===== src/rtl/prd_pkg.sv =====
`timescale 1ns/1ps
package prd_pkg;
  typedef enum logic [1:0] {
    ENG_IDLE  = 2'd0,
    ENG_ARMED = 2'd1,
    ENG_MOVE  = 2'd2
  } eng_state_t;

  typedef enum logic [1:0] {
    PH_WAIT    = 2'd0,
    PH_DELAY   = 2'd1,
    PH_ISSUE   = 2'd2,
    PH_BACKOFF = 2'd3
  } phase_t;

  localparam int DESC_W     = 64;
  localparam int DESC_BYTES = 8;
  localparam int CNT_LSB    = 32;
  localparam int CNT_BITS   = 16;
  localparam int EOT_BIT    = 63;
endpackage


===== src/rtl/prd_desc_decode.sv =====
`timescale 1ns/1ps
module prd_desc_decode #(
  parameter int ADDR_W = 32,
  parameter int LEN_W  = 17
) (
  input  logic [prd_pkg::DESC_W-1:0] raw,
  output logic [ADDR_W-1:0]          base,
  output logic [LEN_W-1:0]           count,
  output logic                       eot
);
  import prd_pkg::*;
  logic [CNT_BITS-1:0] cnt_field;
  logic                unused_rsvd;

  assign base        = raw[ADDR_W-1:0];
  assign cnt_field   = raw[CNT_LSB +: CNT_BITS];
  assign eot         = raw[EOT_BIT];
  // zero count encodes the largest region
  assign count       = (cnt_field == '0) ? LEN_W'(1 << CNT_BITS) : LEN_W'(cnt_field);
  assign unused_rsvd = ^raw[EOT_BIT-1:CNT_LSB+CNT_BITS];
endmodule


===== src/rtl/prd_burst_calc.sv =====
`timescale 1ns/1ps
module prd_burst_calc #(
  parameter int ADDR_W     = 32,
  parameter int LEN_W      = 17,
  parameter int PAGE_BYTES = 4096
) (
  input  logic [ADDR_W-1:0] addr,
  input  logic [LEN_W-1:0]  left,
  output logic [LEN_W-1:0]  len
);
  localparam int PAGE_W = $clog2(PAGE_BYTES);
  logic [LEN_W-1:0] room;
  logic [LEN_W-1:0] capped;
  logic [ADDR_W-PAGE_W-1:0] unused_hi;

  assign room      = LEN_W'(PAGE_BYTES) - LEN_W'(addr[PAGE_W-1:0]);
  assign capped    = (left < LEN_W'(PAGE_BYTES)) ? left : LEN_W'(PAGE_BYTES);
  assign len       = (capped < room) ? capped : room;
  assign unused_hi = addr[ADDR_W-1:PAGE_W];
endmodule


===== src/rtl/prd_wait_timer.sv =====
`timescale 1ns/1ps
module prd_wait_timer #(
  parameter int W = 8
) (
  input  logic         clk,
  input  logic         rst,
  input  logic         load,
  input  logic [W-1:0] val,
  output logic         zero
);
  logic [W-1:0] cnt;

  always_ff @(posedge clk) begin
    if (rst)             cnt <= '0;
    else if (load)       cnt <= val;
    else if (cnt != '0)  cnt <= cnt - 1'b1;
  end

  assign zero = (cnt == '0);
endmodule


===== src/rtl/prd_dma_engine.sv =====
`timescale 1ns/1ps
module prd_dma_engine #(
  parameter int ADDR_W       = 32,
  parameter int CMD_W        = 18,
  parameter int PAGE_BYTES   = 4096,
  parameter int SECTOR_BYTES = 512,
  parameter int DISK_DELAY   = 20,
  parameter int BACKOFF      = 6,
  parameter int LEN_W        = prd_pkg::CNT_BITS + 1
) (
  input  logic              clk,
  input  logic              rst,
  input  logic              arm_i,
  input  logic              start_i,
  input  logic              xfer_phase_i,
  input  logic              abort_i,
  input  logic [ADDR_W-1:0] table_base_i,
  input  logic              to_mem_i,
  input  logic [CMD_W-1:0]  cmd_bytes_i,
  output logic              mem_req_o,
  output logic              mem_fetch_o,
  output logic              mem_we_o,
  output logic [ADDR_W-1:0] mem_addr_o,
  output logic [LEN_W-1:0]  mem_len_o,
  output logic [CMD_W-1:0]  buf_off_o,
  input  logic              mem_busy_i,
  input  logic              mem_done_i,
  input  logic [prd_pkg::DESC_W-1:0] mem_rdata_i,
  output logic [1:0]        state_o,
  output logic              done_o,
  output logic              err_o
);
  import prd_pkg::*;

  localparam int SEC_SH = $clog2(SECTOR_BYTES);
  localparam int TMR_W  = $clog2(DISK_DELAY + BACKOFF + (1 << CNT_BITS) / SECTOR_BYTES + 2);

  eng_state_t        eng;
  phase_t            ph;
  logic [ADDR_W-1:0] ptr, cur_addr, d_base, base_al;
  logic [LEN_W-1:0]  left, d_cnt, burst_len, d_sectors;
  logic              eot_r, d_eot, dir_r;
  logic [CMD_W-1:0]  remain, moved;
  logic              in_wait, busy_hit, fetch_done, burst_done;
  logic              tmr_load, tmr_zero;
  logic [TMR_W-1:0]  tmr_val;
  logic [1:0]        unused_base_lsb;

  prd_desc_decode #(.ADDR_W(ADDR_W), .LEN_W(LEN_W)) u_dec (
    .raw(mem_rdata_i), .base(d_base), .count(d_cnt), .eot(d_eot));

  prd_burst_calc #(.ADDR_W(ADDR_W), .LEN_W(LEN_W), .PAGE_BYTES(PAGE_BYTES)) u_split (
    .addr(cur_addr), .left(left), .len(burst_len));

  prd_wait_timer #(.W(TMR_W)) u_tmr (
    .clk(clk), .rst(rst), .load(tmr_load), .val(tmr_val), .zero(tmr_zero));

  assign base_al         = {table_base_i[ADDR_W-1:2], 2'b00};
  assign unused_base_lsb = table_base_i[1:0];
  assign d_sectors       = d_cnt >> SEC_SH;

  assign in_wait    = (eng == ENG_MOVE) && (ph == PH_WAIT) && !abort_i;
  assign busy_hit   = in_wait && mem_req_o && mem_busy_i;
  assign fetch_done = in_wait && !mem_req_o && mem_done_i && mem_fetch_o;
  assign burst_done = in_wait && !mem_req_o && mem_done_i && !mem_fetch_o;
  assign tmr_load   = busy_hit || fetch_done;
  assign tmr_val    = busy_hit ? TMR_W'(BACKOFF)
                               : TMR_W'(DISK_DELAY) + TMR_W'(d_sectors);
  assign state_o    = eng;

  always_ff @(posedge clk) begin
    if (rst) begin
      eng         <= ENG_IDLE;
      ph          <= PH_WAIT;
      ptr         <= '0;
      cur_addr    <= '0;
      left        <= '0;
      eot_r       <= 1'b0;
      dir_r       <= 1'b0;
      remain      <= '0;
      moved       <= '0;
      mem_req_o   <= 1'b0;
      mem_fetch_o <= 1'b0;
      mem_we_o    <= 1'b0;
      mem_addr_o  <= '0;
      mem_len_o   <= '0;
      buf_off_o   <= '0;
      done_o      <= 1'b0;
      err_o       <= 1'b0;
    end else begin
      mem_req_o <= 1'b0;
      done_o    <= 1'b0;
      err_o     <= 1'b0;
      if (abort_i && eng != ENG_IDLE) begin
        eng   <= ENG_IDLE;
        err_o <= 1'b1;
      end else begin
        unique case (eng)
          ENG_IDLE: if (arm_i) eng <= ENG_ARMED;
          ENG_ARMED: begin
            if (start_i && xfer_phase_i) begin
              eng         <= ENG_MOVE;
              ph          <= PH_WAIT;
              ptr         <= base_al;
              remain      <= cmd_bytes_i;
              moved       <= '0;
              dir_r       <= to_mem_i;
              mem_req_o   <= 1'b1;
              mem_fetch_o <= 1'b1;
              mem_we_o    <= 1'b0;
              mem_addr_o  <= base_al;
              mem_len_o   <= LEN_W'(DESC_BYTES);
            end
          end
          ENG_MOVE: begin
            unique case (ph)
              PH_WAIT: begin
                if (busy_hit) begin
                  ph <= PH_BACKOFF;
                end else if (fetch_done) begin
                  cur_addr <= d_base;
                  left     <= d_cnt;
                  eot_r    <= d_eot;
                  ptr      <= ptr + ADDR_W'(DESC_BYTES);
                  ph       <= PH_DELAY;
                end else if (burst_done) begin
                  cur_addr <= cur_addr + ADDR_W'(mem_len_o);
                  left     <= left - mem_len_o;
                  remain   <= remain - CMD_W'(mem_len_o);
                  moved    <= moved + CMD_W'(mem_len_o);
                  ph       <= PH_ISSUE;
                end
              end
              PH_DELAY: if (tmr_zero) ph <= PH_ISSUE;
              PH_BACKOFF: begin
                if (tmr_zero) begin
                  mem_req_o <= 1'b1;
                  ph        <= PH_WAIT;
                end
              end
              PH_ISSUE: begin
                if (left == '0) begin
                  if (eot_r) begin
                    eng <= ENG_IDLE;
                    if (remain == '0) done_o <= 1'b1;
                    else              err_o  <= 1'b1;
                  end else begin
                    mem_req_o   <= 1'b1;
                    mem_fetch_o <= 1'b1;
                    mem_we_o    <= 1'b0;
                    mem_addr_o  <= ptr;
                    mem_len_o   <= LEN_W'(DESC_BYTES);
                    ph          <= PH_WAIT;
                  end
                end else if (CMD_W'(burst_len) > remain) begin
                  eng   <= ENG_IDLE;
                  err_o <= 1'b1;
                end else begin
                  mem_req_o   <= 1'b1;
                  mem_fetch_o <= 1'b0;
                  mem_we_o    <= dir_r;
                  mem_addr_o  <= cur_addr;
                  mem_len_o   <= burst_len;
                  buf_off_o   <= moved;
                  ph          <= PH_WAIT;
                end
              end
              default: ph <= PH_WAIT;
            endcase
          end
          default: eng <= ENG_IDLE;
        endcase
      end
    end
  end
endmodule


===== config.mk =====
export PLATFORM = sky130hd
export DESIGN_NAME = prd_dma_engine
export DESIGN_NICKNAME = d
export VERILOG_FILES = /design/src/rtl/prd_pkg.sv /design/src/rtl/prd_desc_decode.sv /design/src/rtl/prd_burst_calc.sv /design/src/rtl/prd_wait_timer.sv /design/src/rtl/prd_dma_engine.sv
export SDC_FILE = /design/constraint.sdc
export NUM_CORES = 1
export LEC_CHECK = 0
export BUFFER_PORTS_ARGS = -buffer_cell sky130_fd_sc_hd__buf_2
export CORE_ASPECT_RATIO = 0.7
export CORE_MARGIN = 1.5
export CORE_UTILIZATION = 31
export DETAILED_ROUTE_END_ITERATION = 16
export SLEW_MARGIN = 15
export SYNTH_ARGS = -nofsm -noshare
export SYNTH_HDL_FRONTEND = slang
export SYNTH_HIERARCHICAL = 1
export SYNTH_SLANG_ARGS = --single-unit
export TNS_END_PERCENT = 5

===== constraint.sdc =====
create_clock -name clk -period 14.82 [get_ports clk]
set_input_delay 0.741 -clock clk [delete_from_list [all_inputs] [get_ports clk]]
set_output_delay 0.741 -clock clk [all_outputs]
set_load 0.02 [all_outputs]

Word level (Yosys, flattened, before mapping)
Index checks and enable logic that the tools add are counted.
Storage, ports and cells
  memories kept: 0
  bits of input ports: 123
  flip-flop bits (word level): 203
  word-level logic and storage cells: 177
  memory bits (read-only): 0
  bits in latches: 0
  output and inout port bits: 74
  memory bits (writable): 0
Cells by class
  order comparisons: 3
  eq/ne operators: 22
  shifts and indexed selects: 0
  div/mod/pow operators: 0
  muxes and demuxes: 83
  add/sub/neg operators: 8
  reduce and logical (&&, ||, !) cells: 36
  multipliers: 0
  bitwise logic cells: 7
Operators with widths (count)
  32-bit two-way mux: 10
  18-bit two-way mux: 10
  17-bit two-way mux: 10
  32-bit one-hot mux with 2 select lines: 2
  18-bit one-hot mux with 2 select lines: 2
  17-bit one-hot mux with 2 select lines: 1
  32-bit by 17-bit adder with 32-bit output: 1
  32-bit by 4-bit adder with 32-bit output, second input constant: 1
  2-bit two-way mux: 15
  8-bit two-way mux: 3
  1-bit two-way mux: 23
  5-bit AND reduction: 4
  18-bit by 17-bit adder with 18-bit output: 1
  17-bit by 18-bit > comparator with 1-bit output: 1
  18-bit zero test: 1
  18-bit by 17-bit subtractor with 18-bit output: 1
  17-bit zero test: 1
  17-bit by 13-bit less-than comparator with 1-bit output, second input constant: 1
  17-bit less-than comparator: 1
  17-bit subtractor: 1
  16-bit zero test: 1
  3-bit != test, second input constant: 5
  13-bit by 12-bit subtractor with 14-bit output, first input constant: 1
  2-bit != test, second input constant: 6
  other kinds (26): 56

Longest topological paths before layout
  depth in word-level cells: 11
  depth in mapped cells: 24

By module
Netlist, hierarchy kept.
By module, submodules not included
  prd_dma_engine: cells an instance 1635, area an instance 12842.3 µm², seq. area each 3863.7 µm², times used 1
  prd_burst_calc: cells an instance 106, area an instance 772.0 µm², seq. area each 0.0 µm², times used 1
  prd_wait_timer: cells an instance 53, area an instance 475.5 µm², seq. area each 160.2 µm², times used 1
  prd_desc_decode: cells an instance 54, area an instance 341.6 µm², seq. area each 0.0 µm², times used 1

Worst setup path before layout
OpenSTA, ideal clock, no wires.
  path type: reg2reg
  from: register cur_addr[4]
  to: register mem_len_o[1]
  arrival: 5030 ps
  setup time: 60 ps
  path slack: 9730 ps
  stages on the path, launching flop included: 22
  path buffers: 3
  cell sequence: dfxtp_1 nor4_1 nand3b_1 or3b_2 ha_1 nand4_1 nor2_1 a221o_1 or3_1 buf_6 buf_12 mux2i_1 ha_1 a21o_1 a21oi_1 nor2b_1 o31ai_1 a21oi_1 or4_1 nor2_4 buf_2 a22o_1
Between the ends
  elaborated cells on any way between the ends: 10
RTL lines
  from (decl): line prd_dma_engine.sv:40  | logic [ADDR_W-1:0] ptr, cur_addr, d_base, base_al;
  from (signal assigned): line prd_dma_engine.sv:121  | cur_addr <= d_base;
  from (signal assigned): line prd_dma_engine.sv:127  | cur_addr <= cur_addr + ADDR_W'(mem_len_o);
  13-bit by 12-bit subtractor with 14-bit output: line prd_burst_calc.sv:16  | assign room = LEN_W'(PAGE_BYTES) - LEN_W'(addr[PAGE_W-1:0]);
  17-bit less-than comparator: line prd_burst_calc.sv:18  | assign len = (capped < room) ? capped : room;
  17-bit two-way mux: line prd_burst_calc.sv:18
  net burst_len[3]: line prd_dma_engine.sv:41  | logic [LEN_W-1:0] left, d_cnt, burst_len, d_sectors;
  17-bit by 18-bit > comparator with 1-bit output: line prd_dma_engine.sv:155  | end else if (CMD_W'(burst_len) > remain) begin
  3-bit != test (no line)
  6-bit AND reduction (no line)
  to (signal assigned): line prd_dma_engine.sv:112  | mem_len_o <= LEN_W'(DESC_BYTES);
  to (signal assigned): line prd_dma_engine.sv:152  | mem_len_o <= LEN_W'(DESC_BYTES);
  to (signal assigned): line prd_dma_engine.sv:163  | mem_len_o <= burst_len;
  to (decl): line prd_dma_engine.sv:24  | output logic [LEN_W-1:0] mem_len_o,
The timed path passes the listed nets, and every way through them passes these cells. The select of a mux whose other input is x is not followed.
A chain may end at the register's enable or synchronous reset.

Worst setup path in the final report
  from: register left[15]
  to: register mem_addr_o[29]
Between the ends
  longest elaborated chain between the ends: 7
  elaborated cells on any way between the ends: 12
Ends and longest elaborated chain
  from (decl): line prd_dma_engine.sv:41
  from (signal assigned): line prd_dma_engine.sv:122  | left <= d_cnt;
  from (signal assigned): line prd_dma_engine.sv:128  | left <= left - mem_len_o;
  17-bit by 13-bit less-than comparator with 1-bit output: line prd_burst_calc.sv:17  | assign capped = (left < LEN_W'(PAGE_BYTES)) ? left : LEN_W'(PAGE_BYTES);
  17-bit two-way mux (*): line prd_burst_calc.sv:17
  17-bit less-than comparator: line prd_burst_calc.sv:18
  17-bit two-way mux (*): line prd_burst_calc.sv:18
  net burst_len[3]: line prd_dma_engine.sv:41
  17-bit by 18-bit > comparator with 1-bit output (*): line prd_dma_engine.sv:155
  3-bit != test (no line) (*)
  6-bit AND reduction (no line) (*)
  to (signal assigned): line prd_dma_engine.sv:111  | mem_addr_o <= base_al;
  to (signal assigned): line prd_dma_engine.sv:151  | mem_addr_o <= ptr;
  to (signal assigned): line prd_dma_engine.sv:162  | mem_addr_o <= cur_addr;
  to (decl): line prd_dma_engine.sv:23  | output logic [ADDR_W-1:0] mem_addr_o,
The timed path passes the listed nets; every way through them passes the cells marked *. The select of a mux whose other input is x is not followed.

==> key figures <==
Status
  – Outcome: finished, final reports clean

Global routing
  – Most Crowded Layer GR: met1
  – Largest net degree at the start of global routing: between 90 and 100
  – M2 GR Usage: 0.2976
  – Global route overflow: 0
  – GR Util met3: 0.04687
  – GRT Overall Usage: 0.2104
  – Global-route wire length before repair: 78,720 um
  – Met1 Use GR: 0.3193
  – Initial antenna violation count: 8
  – Vias in the first global route: 13,160

Synth
  – Post-Synth XOR/XNOR Area: 0.03399
  – Post-synthesis adder-cell area fraction: 0.09485
  – Most frequent cells after synthesis: dfxtp_1 (201), nor2_1 (165), nand2_1 (162)
  – Post-Synth Simple-Gate Area: 0.2141
  – Top FF cell, synth: dfxtp_1
  – Distinct cell type count after synthesis: 88
  – Mapped Area: 14,430 um2
  – Async set or reset register ratio after synthesis: 0
  – Synth area leaders: dfxtp_1 (28%), ha_1 (8.9%), a21oi_1 (5.2%)
  – Syn. warnings: 6
  – Synth Instances: around 1,800
  – EDFF count, synth: 0
  – Main combinational cell family by area after synthesis: compound AO/OA/AOI/OAI gates
  – Yosys top cell by area: dfxtp_1
  – Multiplexer share of the synthesized area: 0.04829
  – Cell with the most instances after synthesis: dfxtp_1
  – Synth top area share: 0.2788
  – Seq/Total Area, Yosys: 0.2788
  – Number of synthesized register bits: 201
  – Post-synthesis compound-gate area fraction: 0.2512
  – Synth Area per Inst: 7.809 um2

Cells and area
  – Share of layout cells above drive strength 1: 0.1344
  – Fin nets: 2,142
  – Synth-to-Final Area Change: 12.37%
  – Finished Cell Area: 16,220 um2

Die
  – Rows: 65
  – Overall die width: 260.9 um
  – Top Ports: 197
  – Area of the core: approximately 45,000 um2
  – Die footprint: around 48,000 um2
  – Die Y: 183.5 um
  – Initial core utilization: 0.3174

Place
  – Placer Congestion: 0.9439
  – DP Area: 15,450 um2
  – Detailed Place HPWL: approximately 39,000 um
  – Number of I/O port buffers: 179

Setup path
  – Kind of critical path: reg -> reg
  – Nature of the critical path startpoint: flip-flop
  – Crit Path Max Fanout: 30
  – R2R Setup Slk: 8.06 ns
  – Worst setup startpoint: left[15]
  – Crit. End Element: flip-flop
  – Required @ worst endpoint: approximately 15 ns
  – Critical path capture point: mem_addr_o[29]
  – Critical Path AT: slightly above 7 ns
  – Worst Reg-to-Reg Cells: 20
  – Worst R2R Start: left[15]
  – Worst R2R End: mem_addr_o[29]

Clocking
  – Cts hold-fix bufs: 0
  – Post-CTS sizing: 0
  – CTS tree: yes
  – Clk pin slew, worst setup/hold paths: 0.07 ns
  – CTS Buffer Depth: 3
  – Sink Count: 201
  – CTS root buffer: clkbuf_16
  – Worst-Skew Late Latency: 0.56 ns
  – Setup bufs post-CTS: 0
  – Inserted Clock Buffers: 24
  – Htree depth: 1

Detailed routing
  – ANT nets after route: 0
  – Vias: 14,340
  – Routed WL per cell: 20.44 um
  – DRT iter0 DRCs: 1,481
  – DRT Wirelength: ~52,000 um
  – Initial DRT Pass Iterations: 5
  – DR vias/cell: 5.662
  – Drc violations: 0

Timing
  – Max-Slew Margin vs Limit: 0.1892
  – FMAX: 148.0 MHz
  – Worst slew pin tran: 1.212 ns
  – # setup viols final: 0
  – Final worst path period share: 0.4559
  – Min cycle time layout: 6.757 ns
  – RSZ-0062 raised after global routing: no
  – Final hold violation count: 0
  – Setup TNS: 0 ns
  – Final Slew Violations: 0
  – Worst Skew: 0.01960 ns

Power
  – Cell-internal power: 1.433 mW
  – Leak Pwr: 6.480 nW
  – Logic pwr share: 0.488
  – Pwr dens: 158.1 nW/um2
  – Clock share of power: 0.233
  – Psw: 1.132 mW
  – Max VDD drop: just over 100 uV
  – Seq pwr share: 0.279
  – Sw Share: 0.4412

Flow run
  – Max-cap violations: 0

Worst hold path
  – Hold Crit Class: in -> reg
==> how the worst min path moves through the flow <==
stage | startpoint | to | slack (ns) | cells past startpoint
3_3_place_gp | ptr[2] | ptr[2] | 0.45 | 2
3_5_place_dp | ptr[2] | ptr[2] | 0.45 | 2
6_report | to_mem_i | dir_r | 0.42 | 3
2_1_floorplan | ptr[2] | ptr[2] | 0.44 | 2
5_1_grt | cmd_bytes_i[1] | remain[1] | 0.44 | 3
4_1_cts | to_mem_i | dir_r | 0.41 | 3
==> metrics by stage <==
stage	hold WS [ns]	std cells	util	total power [mW]	setup WS, ns
after floorplan	0.4357	1851	-	1.637	9.730
after global placement	0.4452	2489	0.3398	1.932	8.331
after detailed placement	0.4463	2489	0.3398	1.952	8.328
after CTS	0.4085	2530	0.3564	2.559	8.275
after global routing	0.4439	2530	0.3565	2.729	7.778
final	0.4246	2533	0.3567	2.565	8.063
==> logic make-up (layout without fill, tap and decap cells) <==
logic type                 Yosys count  after routing
muxes                               69             69
DFF                                201            201
buffers and inverters              247            323
other                                1              7
AOI/OAI and AO/OA                  539            539
and+or+nand+nor                    628            628
xor gates and xnor gates            56             56
adders and majority gates          107            107
==> worst max-delay path: stages (launching register included) <==
cell and delay (ns):
dfxtp_1 0.36, nor4_2 0.30, nor2b_1 0.79, nand2_1 0.27
inv_1 0.12, ha_1 0.25, a21oi_1 0.17, o21ai_1 0.10
a221o_1 0.34, or3_1 0.63, mux2i_1 0.41, ha_1 0.31
a21o_1 0.16, a21oi_1 0.14, nor2b_1 0.07, o31ai_1 0.45
a21oi_1 0.28, a2111oi_4 0.51, buf_4 0.41, o221ai_1 0.35
a21oi_1 0.24
==> layer usage <==
layer,share of wire,vias up
met1,0.49,6843
li1,-,6886
met4,0.020,10
met3,0.088,78
met5,0.0013,-
met2,0.40,525
==> final cells by class <==
cell class                      count  area, um2
Clock buffer                       35      661.9
Fill cell                        4722      29250
Multi-Input combinational cell   1403       9331
Clock inverter                      6      91.34
Sequential cell                   201       4025
Timing Repair Buffer              194       1015
Antenna cell                        3      7.507
Inverter                           88      330.3
Tap cell                          603      754.5
==> flip-flops by register name, indices dropped and copies added, names as in the netlist <==
name	count
cur_addr	32
mem_addr_o	32
ptr	30
buf_off_o	18
moved	18
remain	18
left	17
mem_len_o	17
u_tmr/cnt	8
ph	2
state_o	2
dir_r	1
done_o	1
eot_r	1
err_o	1
mem_fetch_o	1
mem_req_o	1
mem_we_o	1
==> power groups by stage <==
stage | clock network, mW | registers (mW) | logic [mW]
6_report | 0.597 | 0.716 | 1.25
5_1_grt | 0.629 | 0.727 | 1.37
4_1_cts | 0.610 | 0.714 | 1.24
3_5_place_dp | 0 | 0.724 | 1.23
3_3_place_gp | 0 | 0.721 | 1.21
2_1_floorplan | 0 | 0.742 | 0.895
==> placed cells by master, fill, tap and decap left out, types with 7 or more instances in the layout <==
cell / count
dfxtp_1: 200
buf_2: 178
nor2_1: 164
nand2_1: 162
a21oi_1: 151
ha_1: 102
nand3_1: 90
inv_1: 86
o21ai_0: 81
mux2i_1: 67
a211oi_1: 50
nor3_1: 44
xnor2_1: 30
a21o_1: 28
a22oi_1: 27
xor2_1: 26
o221ai_1: 26
clkbuf_16: 24
a22o_1: 22
nand4_1: 21
nor4_1: 21
and3_1: 19
or3_1: 18
nor2b_1: 17
o211ai_1: 16
o21a_1: 16
buf_4: 15
o22ai_1: 14
a31oi_1: 12
nand2b_1: 11
o31ai_1: 11
a311oi_1: 11
and2_1: 10
clkbuf_1: 9
a221oi_1: 8
a2111oi_0: 7
a21boi_0: 7
(Power assumes the default switching activity.)
